`src/rtl/gpio_chg_pkg.sv`:
```
// gpio_chg_pkg
// Shared defaults and helpers for the GPIO change interrupt block.
// Assumes no more than 32 banks, the width the index helper scans.
package gpio_chg_pkg;

    localparam int unsigned GCI_BANKS_DEF = 5;
    localparam int unsigned GCI_WIDTH_DEF = 8;

    // Returns the index of the highest set bit, or 0 when none is set.
    function automatic int unsigned gci_top_index(input logic [31:0] vec);
        int unsigned r;
        r = 0;
        for (int unsigned i = 0; i < 32; i++) begin
            if (vec[i]) r = i;
        end
        return r;
    endfunction

endpackage

```
`src/rtl/gpio_chg_bank.sv`:
```
// gpio_chg_bank
// Tracks one input bank. Keeps the value last read by the host and
// flags the bank pending while an unmasked live bit differs from it.
// Assumes pin_i is already synchronized to clk. The parent decodes rd_hit_i.
module gpio_chg_bank #(
    parameter int unsigned BANK_W = 8
) (
    input  logic              clk,
    input  logic              rst_n,
    input  logic [BANK_W-1:0] pin_i,
    input  logic [BANK_W-1:0] mask_i,
    input  logic              rd_hit_i,
    output logic              pend_o
);

    logic [BANK_W-1:0] snap_q;
    logic              pend_q;
    logic [BANK_W-1:0] diff_bits;

    // Unmasked bits that moved away from the last-read value
    always_comb begin
        diff_bits = (pin_i ^ snap_q) & ~mask_i;
    end

    // Snapshot capture on reset or read, pending flag otherwise follows the difference
    always_ff @(posedge clk) begin
        if (!rst_n) begin
            snap_q <= pin_i;
            pend_q <= 1'b0;
        end else if (rd_hit_i) begin
            snap_q <= pin_i;
            pend_q <= 1'b0;
        end else begin
            pend_q <= |diff_bits;
        end
    end

    assign pend_o = pend_q;


    rd_clears_pend_chk: assert property (@(posedge clk) disable iff (!rst_n)
        rd_hit_i |=> !pend_o);


    full_mask_quiet_chk: assert property (@(posedge clk) disable iff (!rst_n)
        (&mask_i) |=> !pend_o);


    snap_keep_chk: assert property (@(posedge clk) disable iff (!rst_n)
        !rd_hit_i |=> $stable(snap_q));

endmodule

```
`src/rtl/gpio_chg_release.sv`:
```
// gpio_chg_release
// Holds the interrupt until the highest bank that was pending when a
// read sequence started has been read. Out-of-range indices are ignored.
// Assumes NUM_BANKS <= 32 and one read strobe per bank access.
module gpio_chg_release
    import gpio_chg_pkg::*;
#(
    parameter int unsigned NUM_BANKS = GCI_BANKS_DEF,
    parameter int unsigned IDX_W     = $clog2(NUM_BANKS)
) (
    input  logic                 clk,
    input  logic                 rst_n,
    input  logic [NUM_BANKS-1:0] pend_i,
    input  logic                 rd_stb_i,
    input  logic                 rd_start_i,
    input  logic [IDX_W-1:0]     rd_bank_i,
    output logic                 hold_o
);

    logic             rd_ok;
    logic [IDX_W-1:0] cap_idx;
    logic             any_pend;
    logic             hold_q;
    logic [IDX_W-1:0] tgt_q;

    // Read qualification and target candidate
    always_comb begin
        rd_ok    = rd_stb_i && (int'(rd_bank_i) < int'(NUM_BANKS));
        any_pend = |pend_i;
        cap_idx  = IDX_W'(gci_top_index(32'(pend_i)));
    end

    // Target capture at sequence start, release when the target is read
    always_ff @(posedge clk) begin
        if (!rst_n) begin
            hold_q <= 1'b0;
            tgt_q  <= '0;
        end else if (rd_ok) begin
            if (rd_start_i) begin
                if (any_pend) begin
                    tgt_q  <= cap_idx;
                    hold_q <= (rd_bank_i != cap_idx);
                end else begin
                    hold_q <= 1'b0;
                end
            end else if (hold_q && (rd_bank_i == tgt_q)) begin
                hold_q <= 1'b0;
            end
        end
    end

    assign hold_o = hold_q;


    hold_fall_on_read_chk: assert property (@(posedge clk) disable iff (!rst_n)
        $fell(hold_q) |-> $past(rd_stb_i));


    bad_index_ignored_chk: assert property (@(posedge clk) disable iff (!rst_n)
        (rd_stb_i && (int'(rd_bank_i) >= int'(NUM_BANKS))) |=> ($stable(hold_q) && $stable(tgt_q)));


    idle_start_drops_chk: assert property (@(posedge clk) disable iff (!rst_n)
        (rd_stb_i && rd_start_i && (pend_i == '0)) |=> (!hold_q || $past(int'(rd_bank_i) >= int'(NUM_BANKS))));

endmodule

```
`src/rtl/gpio_chg_irq.sv`:
```
// gpio_chg_irq
// Top of the GPIO change interrupt. One tracker per bank is generated,
// read strobes are decoded per bank, and the release controller holds
// the interrupt until the captured target bank is read.
// Assumes pins are synchronized and the pad makes int_n_o open-drain.
module gpio_chg_irq
    import gpio_chg_pkg::*;
#(
    parameter int unsigned NUM_BANKS = GCI_BANKS_DEF,
    parameter int unsigned BANK_W    = GCI_WIDTH_DEF
) (
    input  logic                          clk,
    input  logic                          rst_n,
    input  logic [NUM_BANKS*BANK_W-1:0]   pin_i,
    input  logic [NUM_BANKS*BANK_W-1:0]   mask_i,
    input  logic                          rd_stb_i,
    input  logic                          rd_start_i,
    input  logic [$clog2(NUM_BANKS)-1:0]  rd_bank_i,
    output logic                          int_n_o
);

    localparam int unsigned IDX_W = $clog2(NUM_BANKS);

    logic [NUM_BANKS-1:0] pend;
    logic [NUM_BANKS-1:0] rd_hit;
    logic                 hold;

    for (genvar b = 0; b < NUM_BANKS; b++) begin : g_bank
        localparam logic [IDX_W-1:0] BID = IDX_W'(b);

        // Per-bank read decode
        always_comb begin
            rd_hit[b] = rd_stb_i && (rd_bank_i == BID);
        end

        gpio_chg_bank #(
            .BANK_W (BANK_W)
        ) u_bank (
            .clk      (clk),
            .rst_n    (rst_n),
            .pin_i    (pin_i[b*BANK_W +: BANK_W]),
            .mask_i   (mask_i[b*BANK_W +: BANK_W]),
            .rd_hit_i (rd_hit[b]),
            .pend_o   (pend[b])
        );
    end

    gpio_chg_release #(
        .NUM_BANKS (NUM_BANKS),
        .IDX_W     (IDX_W)
    ) u_release (
        .clk        (clk),
        .rst_n      (rst_n),
        .pend_i     (pend),
        .rd_stb_i   (rd_stb_i),
        .rd_start_i (rd_start_i),
        .rd_bank_i  (rd_bank_i),
        .hold_o     (hold)
    );

    // Interrupt level: low while anything is pending or held
    always_comb begin
        int_n_o = ~((|pend) | hold);
    end


    int_idle_after_reset_chk: assert property (@(posedge clk) disable iff (!rst_n)
        $rose(rst_n) |-> int_n_o);


    held_means_asserted_chk: assert property (@(posedge clk) disable iff (!rst_n)
        (hold && !rd_stb_i) |=> !int_n_o);

endmodule

```
`config.mk`:
```
export PLATFORM = sky130hd
export DESIGN_NAME = gpio_chg_irq
export DESIGN_NICKNAME = d
export VERILOG_FILES = /design/src/rtl/gpio_chg_pkg.sv /design/src/rtl/gpio_chg_bank.sv /design/src/rtl/gpio_chg_release.sv /design/src/rtl/gpio_chg_irq.sv
export SDC_FILE = /design/constraint.sdc
export NUM_CORES = 1
export LEC_CHECK = 0
export BUFFER_PORTS_ARGS = -buffer_cell sky130_fd_sc_hd__clkbuf_2
export CORE_UTILIZATION = 45
export CTS_CLUSTER_SIZE = 20
export DETAILED_ROUTE_END_ITERATION = 8
export MAX_ROUTING_LAYER = met4
export PLACE_DENSITY_LB_ADDON = 0.25
export SETUP_SLACK_MARGIN = 0.15
export SLEW_MARGIN = 40
export SYNTH_ARGS = -nofsm -noshare
export SYNTH_HDL_FRONTEND = slang
export SYNTH_HIERARCHICAL = 1
export SYNTH_SLANG_ARGS = --single-unit
```
`constraint.sdc`:
```
create_clock -name clk -period 2.6 [get_ports clk]
set_clock_uncertainty 0.2 [all_clocks]
set_input_delay 0.26 -clock clk [delete_from_list [all_inputs] [get_ports clk]]
set_output_delay 0.26 -clock clk [all_outputs]
set_load 0.02 [all_outputs]
```
# Word level (Yosys, flattened, before mapping)
# Index checks and enable logic that the tools add are counted.
# Widths: inputs -> output; s select.
dict set report classes {
  reduce_logical 22
  muxes 17
  n_lt_le_gt_ge 1
  n_eq_ne 11
  n_bitwise 18
}
# op count
set op_table {}
lappend op_table {{$mux 8} 10}
lappend op_table {{$and 8x8->8} 5}
lappend op_table {{$not 8->8} 5}
lappend op_table {{$reduce_or 8->1} 5}
lappend op_table {{$xor 8x8->8} 5}
lappend op_table {{$ne 2x1->1 const B} 5}
lappend op_table {{$reduce_or 2->1} 5}
lappend op_table {{$logic_and 1x1->1} 7}
lappend op_table {{$eq 3x2->1 const B} 2}
lappend op_table {{$reduce_or 5->1} 1}
lappend op_table {{$mux 1} 4}
lappend op_table {{$mux 2} 2}
lappend op_table {{$eq 3x1->1 const B} 1}
lappend op_table {{$eq 3x3->1} 1}
lappend op_table {{$eq 3x3->1 const B} 1}
lappend op_table {{$logic_not 3->1} 1}
lappend op_table {{$lt 3x3->1 const B} 1}
lappend op_table {{$mux 3} 1}
lappend op_table {{$ne 3x3->1} 1}
lappend op_table {{$reduce_and 3->1} 1}
lappend op_table {{$not 1->1} 2}
lappend op_table {{$reduce_and 2->1} 1}
lappend op_table {{$reduce_bool 2->1} 1}
lappend op_table {{$or 1x1->1} 1}
dict set report totals {
  out_inout_bits 1
  inputBits 87
  ff_bits 49
  elab_cells 81
}

# Depth between registers and ports, before layout
# Gate-level depths: netlist of run 1.
dict set report depth {
  ltp_word 7
  ltp_mapped 5
  mapped_depth_nobuf 5
}

# Modules after synthesis
# Netlist of run 1, hierarchy kept.
# mod area_per_inst_um2 n_inst cells_per_inst seq_area_each_um2
set by_module_without_submodules {}
lappend by_module_without_submodules {gpio_chg_bank 371.6 5 24 260.2}
lappend by_module_without_submodules {gpio_chg_release 279.0 1 33 80.1}
lappend by_module_without_submodules {gpio_chg_irq 68.8 1 8 0.0}

# Least setup slack after synthesis of run 1
# Ideal clock, no wire load.
dict set report synth_timing {
  path_type {register -> output}
  start {register g_bank[3].u_bank.pend_q}
  end {output port int_n_o}
  arrival_ns 1.143
  slack_ns 0.997
  required_ns 2.140
  n_path_buf 0
  path_stages_with_launch 3
  cell_sequence {dfxtp_1 -> or4_4 -> nor3_2}
}
dict set report synth_between {
  elab_chain_cells 3
}
# element line_no
set synth_lines {}
lappend synth_lines {{from (decl)} gpio_chg_bank.sv:17} ;# logic pend_q;
lappend synth_lines {{from (signal assigned)} gpio_chg_bank.sv:34} ;# pend_q <= |diff_bits;
lappend synth_lines {{$reduce_or 5->1} gpio_chg_irq.sv:63} ;# int_n_o = ~((|pend) | hold);
lappend synth_lines {{$or 1x1->1} gpio_chg_irq.sv:63}
lappend synth_lines {{$not 1->1} gpio_chg_irq.sv:63}
lappend synth_lines {{to (decl)} gpio_chg_irq.sv:19} ;# output logic int_n_o
# Every way passes these cells.

# Worst setup path after layout of run 1
# Same ends and word-level chain as after synthesis.

==> results of run 1 <==
[worst paths after layout]
kind	startpoint	to	cells past startpoint
worst max-delay path	g_bank[3].u_bank/pend_o	int_n_o	3
worst min-delay path	mask_i[10]	g_bank[1].u_bank/pend_o	4
worst max register to register	g_bank[4].u_bank/pend_o	u_release/tgt_q[1]	5
worst min register to register	u_release/tgt_q[1]	u_release/tgt_q[1]	2
[metal layers]
metal	wire (um)	global-route usage (%)	vias up
met5	0	-	-
met4	0	3.268	0
met1	2015	23.20	776
li1	-	-	871
met3	219	4.583	0
met2	2281	33.02	62
[layout make-up]
class | instances | area, um^2
sequential | 49 | 1381
tap | 67 | 83.83
clock inverter | 2 | 33.78
clock buffer | 6 | 72.57
fill | 341 | 1491
timing repair buffer | 127 | 835.8
inverter | 2 | 7.507
multi-input combinational | 110 | 817.0
[per-stage QoR]
step	total power [mW]	instance area [um^2]
final	1.793	3232
after global routing	1.874	3232
after detailed placement	1.245	2725
after floorplan	1.128	2206
after global placement	1.241	2725
after CTS	1.806	3232
[worst max-delay path, delay by kind of cell (launching register included)]
family | cells | cell delay [ns]
buffers and inverters | 1 | 0.19
DFF | 1 | 0.36
and+or+nand+nor | 2 | 0.66
[repair_timing]
item | 4_1_cts | 5_1_grt
endpoints found under the hold margin | 40 | 0
endpoints found under the setup margin | 0 | 0
hold buffers | 40 | 0
[kinds of logic (layout without fill, tap and decap cells)]
kind of cell    Yosys count  in the layout  synth area share (%)
flops                    49             49                 62.62
xor+xnor                 45             45                 17.87
simple gates             37             37                 10.72
compound gates           26             26                 7.544
mux                       2              2                0.9076
buf+inv                   2            137                0.3405
[layout by cell type (no fill, tap or decap), drive strengths merged]
cell          n
o21ai         2
clkinv        1
nor4          5
nand2b        6
o211ai        1
nor4bb        2
nand4         1
xor2          3
nand2         4
or4           1
bufinv        1
nor2         10
inv           2
nor3          5
nor4b         1
or3           1
and4b         1
edfxtp       40
o22ai        20
a32o          1
dlygate4sd3  40
xnor2        42
clkbuf       93
a21oi         2
mux2i         2
dfxtp         9
[where the power goes]
group          switching (mW)  internal, mW  total (mW)
Clock                   0.233         0.284       0.517
Combinational           0.126         0.186       0.312
Sequential             0.0383         0.925       0.963
[state kept, by name, indices dropped and copies added (netlist names)]
register / cells
u_release/tgt_q: 3
g_bank.u_bank/snap_q: 40
u_release/hold_o: 1
g_bank.u_bank/pend_o: 5
==> impl_metrics.yaml, run 1 <==
clock_tree:
  h-tree-depth: 2
  ctsLongestPathBuffers: 2
  cts_buffers: 5
  root_buffer: "clkbuf_8"
  clk_pin_slew_ns: 0.08
  post_cts_resized: 0
  postCtsSetupRepairBufs: 0
  cts_tree: "done"
  clkSinkCount: 49
  clk_latency_ns: 0.29
finish:
  fin_util_pct: 68.42
  nets: 382
  area_growth_pct: 46.51
  instances_no_fill: 363
  diodes: 0
  drive_above_1_share_pct: 33.11
placed_design:
  place_ws_ns: 0.9340
  io_buffers: 87
  hpwl_um: 3180
  dpl.cell_count: 315
  routabilityCongestion: 0.7918
yosys:
  synth_area_mm2: 0.002206
  synth_area_leaders: "edfxtp_1 (54%), xnor2_1 (17%), dfxtp_1 (8.2%)"
  yosysMostFrequentCell: "xnor2_1"
  ys_warn_count: 6
  avgSynthCellArea_um2: 13.70
  ys_seq_area_share_pct: 62.62
  ys.flop_type: "edfxtp_1"
  ys_async_sr_fraction_pct: 0
  synth_edf_count: 40
  synth_nets: 248
  synth_top_cell_by_area: "edfxtp_1"
  post_synth_num_cell_types: 25
  netlist_instances: 161
  synth_top_area_share_pct: 54.45
  synth-seq-cells: 49
  synth_common_cells: "xnor2_1 (42), edfxtp_1 (40), o22ai_1 (20)"
power_and_ir_drop:
  leakage_nw: 1.291
  ir_drop_mv: 0.3354
  power_density_mw_per_mm2: 554.7
timing:
  relSlewSlack_pct: 70.82
  tightest_slew_ns: 0.4377
  fmax_mhz: 511.5
  worst_hold_slack_ns: 0.1389
  finalMaxSlewViolations: 0
  setup_viol: 0
  tns_ns: 0
  final_hold_viol_count: 0
  worst_slack_ns: 0.6448
  rsz0062_at_grt: "false"
  period_share_pct: 75.20
  period_needed_ns: 1.955
job:
  cap_violations: 0
setup_path:
  criticalPathCategory: "reg2out"
  cp.arrival_ns: 1.50
  cp_slowest_stage_delay_ns: 0.54
  required_ns: 2.14
  slowest_stage: "or4_4"
  endpoint_kind: "output pin"
  critPathMaxFanout: 3
  cp_cell_sequence: "or4_4 > nor3_2 > clkbuf_2"
  r2r_slack_ns: 1.03
  cp-start-kind: "flop"
detailed_routing:
  via_per_inst: 4.708
  num_vias: 1709
  drt_iter0_markers: 58
  drt_first_pass_iters: 4
  drt_wl_total_um: 4516
  wl_per_cell_um: 12.44
  drtAntennaViolNets: 0
  post-route-drc-count: 0
floorplanning:
  rows: 25
  initial_utilization_pct: 46.70
  die_w_um: 72.02
  core_mm2: 0.004723
  die_h_um: 72.02
  pin_count: 88
  dieArea_mm2: 0.005186
grt:
  grt_overflow: 0
  grt_max_degree: 15
  grt_pass1_vias: 1708
  grt_use_total_pct: 19.11
  grt_pass1_wl_um: 7300
  antenna_found_initial: 0
outcome:
  outcome: "completed"
worst_hold_path:
  worstHoldPathType: "in2reg"
No activity file was read; power rests on OpenSTA's default activity.
==> run 2: changes to the inputs <==
--- a/config.mk
+++ b/config.mk
@@ -5,6 +5,7 @@
 export SDC_FILE = /design/constraint.sdc
 export NUM_CORES = 1
 export LEC_CHECK = 0
+export ABC_AREA = 1
 export BUFFER_PORTS_ARGS = -buffer_cell sky130_fd_sc_hd__clkbuf_2
 export CORE_UTILIZATION = 45
 export CTS_CLUSTER_SIZE = 20
==> constraint.sdc (replaced) <==
create_clock -name clk -period 2 [get_ports clk]
set_clock_uncertainty 0.2 [all_clocks]
set_input_delay 0.2 -clock clk [delete_from_list [all_inputs] [get_ports clk]]
set_output_delay 0.2 -clock clk [all_outputs]
set_load 0.02 [all_outputs]
==> run 2 against run 1 <==
Against the previous run: sequential share of layout area down 6.3 points; utilization down 4.4 points; clock power grew 30%; register-to-register slack got worse by 0.33 ns; final area increased by 17%; via count rose by 47%; combinational power increased by 38%; critical path depth unchanged; setup slack worse by 0.18 ns; total power grew 31%.
==> impl_metrics.yaml, run 2 <==
clock_tree:
  h-tree-depth: 2
  clk_pin_slew_ns: 0.08
  clk_latency_ns: 0.30
  cts_tree: "done"
  ctsLongestPathBuffers: 2
  post_cts_resized: 0
  root_buffer: "clkbuf_8"
  clkSinkCount: 49
  cts_buffers: 5
finish:
  top_register: "g_bank.u_bank/snap_q"
  regArea_mm2: 0.001381
  multiInputGateArea_mm2: 0.001008
  diodes: 0
  area_growth_pct: 37.66
  largest_reg_flops: 40
  instances_no_fill: 571
  final_cell_mix: "nand2_1 (111), inv_1 (94), clkbuf_2 (87)"
  mostFrequentLayoutCell: "nand2_1"
  nets: 582
  fillers: 511
  drive_above_1_share_pct: 21.98
yosys:
  synth-seq-cells: 49
  synth_area_leaders: "edfxtp_1 (44%), nand2_1 (15%), inv_1 (13%)"
  post_synth_num_cell_types: 20
  synth_edf_count: 40
  ys_async_sr_fraction_pct: 0
  synth_top_cell_by_area: "edfxtp_1"
  synth_nets: 448
  ys.flop_type: "edfxtp_1"
  synth_area_mm2: 0.002754
  synth_common_cells: "nand2_1 (111), inv_1 (94), edfxtp_1 (40)"
  ys_seq_area_share_pct: 50.16
  yosysMostFrequentCell: "nand2_1"
  synth_top_area_share_pct: 43.62
  netlist_instances: 361
  avgSynthCellArea_um2: 7.629
  ys_warn_count: 6
detailed_routing:
  drt_first_pass_iters: 6
  wl_per_cell_um: 9.349
  drtAntennaViolNets: 0
  via_per_inst: 4.401
  num_vias: 2513
  drt_wl_total_um: 5338
  post-route-drc-count: 0
  drt_iter0_markers: 74
power_and_ir_drop:
  pwr-share-comb_pct: 18.3
  finalPower_mw: 2.350
  p_seq_share_pct: 53.2
  switchingPower_mw: 0.5603
  power_density_mw_per_mm2: 619.7
  leakage_nw: 2.035
  p_int_mw: 1.789
  ir_drop_mv: 0.4639
  clock_power_share_pct: 28.6
  swShare_pct: 23.85
placed_design:
  hpwl_um: 4060
  routabilityCongestion: 0.8798
  place_ws_ns: 0.4913
  dpl.cell_count: 523
  io_buffers: 87
grt:
  grt_pass1_vias: 2321
  grt_max_degree: 16
  grt_use_total_pct: 19.07
  antenna_found_initial: 0
  grt_overflow: 0
  grt_pass1_wl_um: 9211
setup_path:
  endpoint_kind: "output pin"
  cp_cell_sequence: "or2_1 > nor2_1 > clkbuf_2"
  criticalPathCategory: "reg2out"
  slowest_stage: "dfxtp_1"
  reg2regPathDepth: 7
  cp.arrival_ns: 1.13
  critPathMaxFanout: 3
  worstPathBufferInverterCount: 1
  r2r_slack_ns: 0.70
  cp_top_family: "flip-flops"
  required_ns: 1.60
  reg2reg_from: "g_bank[4].u_bank/pend_o"
  cp-start-kind: "flop"
  cp_slowest_stage_delay_ns: 0.33
  r2r_end: "u_release/tgt_q[0]"
timing:
  period_needed_ns: 1.532
  worst_hold_slack_ns: 0.04294
  finalMaxSlewViolations: 0
  relSlewSlack_pct: 74.82
  period_share_pct: 76.62
  worst_slack_ns: 0.4676
  tightest_slew_ns: 0.3767
  fmax_mhz: 652.6
  final_hold_viol_count: 0
  tns_ns: 0
  setup_viol: 0
  rsz0062_at_grt: "false"
outcome:
  outcome: "completed"
floorplanning:
  dieArea_mm2: 0.006437
  rows: 28
  die_w_um: 80.23
  pin_count: 88
  die_h_um: 80.23
  core_mm2: 0.005921
  initial_utilization_pct: 46.51
worst_hold_path:
  min_from: "rst_n"
  worstHoldPathCells: 3
  hold_path_end: "u_release/tgt_q[2]"
  worstHoldPathType: "in2reg"
job:
  cap_violations: 0
## run 2: cell types whose count changed after synthesis, sizes merged, moves of 17 or more
cell	change
inv	+95
nand2	+110
nand3	+27
nor2	+17
o22ai	-20
xnor2	-40
## run 2: worst max path at each step
stage | startpoint | to | slack (ns) | depth (start not counted)
2_1_floorplan | g_bank[1].u_bank/pend_o | int_n_o | 0.79 | 2
3_3_place_gp | rd_bank_i[1] | g_bank[0].u_bank/snap_q[4] | 0.52 | 6
3_5_place_dp | rd_bank_i[2] | g_bank[1].u_bank/snap_q[5] | 0.49 | 6
4_1_cts | g_bank[1].u_bank/pend_o | int_n_o | 0.45 | 3
5_1_grt | g_bank[4].u_bank/pend_o | int_n_o | 0.40 | 4
6_report | g_bank[1].u_bank/pend_o | int_n_o | 0.47 | 3
## run 2: cells by family (layout without fill, tap and decap cells)
group,Yosys count,after routing,share of synthesized area [%]
AOI/OAI and AO/OA,24,24,4.453
xor gates and xnor gates,2,2,0.6362
buffers and inverters,97,232,13.22
DFF,49,49,50.16
and+or+nand+nor,189,189,31.53
## run 2: stage by stage
| stage | area [um^2] | utilization, % |
|---|---|---|
| global placement | 3283 | 55.45 |
| CTS | 3791 | 64.03 |
| global route | 3791 | 64.03 |
| detailed placement | 3283 | 55.45 |
| finish | 3791 | 64.03 |
| floorplan | 2754 | - |
## run 2: cell type report
type	count	share of cell area (%)
inverter	97	9.604
timing repair buffer	127	22.05
clock inverter	2	0.9241
sequential	49	36.44
tap	75	2.475
clock buffer	6	1.914
multi-input combinational	215	26.60
## run 2: power groups by stage
stage	clock [mW]	combinational (mW)	sequential (mW)
after floorplan	0	0.226	1.26
after global placement	0	0.361	1.27
after detailed placement	0	0.372	1.27
after CTS	0.698	0.434	1.25
after global routing	0.738	0.497	1.26
final	0.671	0.429	1.25
## run 2: per-layer routing
layer | share of wire [%] | GRT usage (%)
met1 | 45 | 21.15
met4 | 1.3 | 5.536
met5 | 0 | -
met3 | 4.5 | 4.659
met2 | 49 | 33.93
## run 2: worst reg2reg max path: stages, from the launching register on
cell and delay (ns):
dfxtp_1 0.43, inv_2 0.09, nand3_2 0.07, nor2_2 0.05, nor2_4 0.17, nand2_1 0.06
o21ai_0 0.07, nor2_1 0.06
## run 2: timing repair
item,in CTS,in global routing
setup buffers,0,0
hold buffers,40,0
endpoints found under the hold margin,40,0
==> run 3: changes to the inputs <==
==> constraint.sdc (replaced) <==
create_clock -name clk -period 1.5 [get_ports clk]
set_clock_uncertainty 0.2 [all_clocks]
set_input_delay 0.15 -clock clk [delete_from_list [all_inputs] [get_ports clk]]
set_output_delay 0.15 -clock clk [all_outputs]
set_load 0.02 [all_outputs]
==> run 3 against run 2 <==
Against the previous run: via count rose by 3.3%; setup slack worse by 0.38 ns; final area up 4.1%; flip-flop and latch count unchanged; global-route usage about the same; first-iteration DRC count grew 46%; critical path depth stayed put; total power rose by 36%.
==> impl_metrics.yaml, run 3 (synthesized netlist as in run 2, its figures left out) <==
detailed_routing:
  drt_first_pass_iters: 4
  via_per_inst: 4.447
  drt_wl_total_um: 5847
  wl_per_cell_um: 10.01
  post-route-drc-count: 0
  num_vias: 2597
  drtAntennaViolNets: 0
  drt_iter0_markers: 108
worst_hold_path:
  worstHoldPathCells: 2
  worstHoldPathType: "in2reg"
placed_design:
  io_buffers: 87
  dpl.cell_count: 526
  routabilityCongestion: 0.8610
  hpwl_um: 4117
  place_ws_ns: 0.08213
finish:
  diodes: 0
  final_cell_mix: "nand2_1 (111), inv_1 (94), clkbuf_2 (77)"
  instances_no_fill: 584
  mostFrequentLayoutCell: "nand2_1"
  largest_reg_flops: 40
  top_register: "g_bank.u_bank/snap_q"
  area_growth_pct: 43.34
  drive_above_1_share_pct: 25.74
  nets: 595
grt:
  grt_use_total_pct: 19.02
  grt_overflow: 0
  antenna_found_initial: 0
  grt_pass1_wl_um: 9204
  grt_pass1_vias: 2355
  grt_max_degree: 16
timing:
  period_share_pct: 94.02
  setup_viol: 0
  worst_hold_slack_ns: 0.02679
  relSlewSlack_pct: 74.65
  final_hold_viol_count: 0
  rsz0062_at_grt: "true"
  worst_slack_ns: 0.08975
  finalMaxSlewViolations: 0
  tns_ns: 0
  fmax_mhz: 709.1
  period_needed_ns: 1.410
  tightest_slew_ns: 0.3793
clock_tree:
  clkSinkCount: 49
  root_buffer: "clkbuf_8"
  h-tree-depth: 2
  cts_tree: "done"
  ctsLongestPathBuffers: 2
  clk_latency_ns: 0.30
  clk_pin_slew_ns: 0.09
  cts_buffers: 5
setup_path:
  cp.arrival_ns: 1.06
  critPathMaxFanout: 2
  cp-start-kind: "flop"
  cp_slowest_stage_delay_ns: 0.32
  reg2regPathDepth: 6
  cp_cell_sequence: "or2_1 > nor2_1 > buf_4"
  required_ns: 1.15
  slowest_stage: "dfxtp_1"
  endpoint_kind: "output pin"
  criticalPathCategory: "reg2out"
power_and_ir_drop:
  leakage_nw: 2.179
  ir_drop_mv: 0.4094
  power_density_mw_per_mm2: 810.9
  finalPower_mw: 3.201
outcome:
  outcome: "completed"
floorplanning:
  die_w_um: 80.23
  pin_count: 88
  initial_utilization_pct: 46.51
  core_mm2: 0.005921
  die_h_um: 80.23
  dieArea_mm2: 0.006437
  rows: 28
job:
  cap_violations: 0
## run 3: cell count changes in the layout (fill, tap and decap cells not counted), sizes merged
cell,change
dlygate4sd3,-8
dlymetal6s4s,+9
buf,+22
clkbuf,-10
## run 3: where the power goes
part / switching (mW) / leakage [nW] / internal [mW]
sequential: 0.0633 / 0.469 / 1.60
combinational: 0.307 / 1.65 / 0.322
clock: 0.411 / 0.0552 / 0.495
total: 0.781 / 2.18 / 2.42
## run 3: layout make-up
cell class,count,area (um^2)
clock buffer,6,72.57
tap,75,93.84
inverter,97,364.1
clock inverter,2,35.03
fill,486,1973
sequential,49,1388
timing repair buffer,140,960.9
multi-input combinational,215,1033
## run 3: routing by layer
layer	part of all wire, %	vias to the layer above	GRT usage, %
met3	4.4	8	4.091
li1	-	1383	-
met2	51	66	34.19
met1	42	1140	20.36
met5	0	-	-
met4	1.8	0	7.500
## run 3: final timing paths
| path | startpoint | endpoint | slack (ns) |
|---|---|---|---|
| worst min-delay path | pin_i[30] | g_bank[3].u_bank/snap_q[6] | 0.03 |
| worst min register to register | u_release/tgt_q[1] | u_release/tgt_q[1] | 0.33 |
| worst max-delay path | g_bank[0].u_bank/pend_o | int_n_o | 0.09 |
| worst max register to register | g_bank[2].u_bank/pend_o | u_release/tgt_q[1] | 0.22 |
## run 3: critical path: cells and delay by family, from the launching register on
family | cells | cell delay, ns
flops | 1 | 0.32
simple gates | 2 | 0.30
buf+inv | 1 | 0.15
## run 3: repair_timing
| item | 4_1_cts | 5_1_grt |
|---|---|---|
| hold endpoints to repair | 43 | 0 |
| hold buffers | 41 | 0 |
| pin swaps | 3 | 33 |
| setup buffers | 1 | 8 |
| gates resized for setup | 5 | 29 |
| endpoints found under the setup margin | 1 | 8 |
## run 3: per-stage QoR
stage / instance area [um^2] / util [%]
floorplan: 2754 / -
global placement: 3306 / 55.83
detailed placement: 3306 / 55.83
CTS: 3841 / 64.88
global route: 3948 / 66.67
finish: 3948 / 66.67
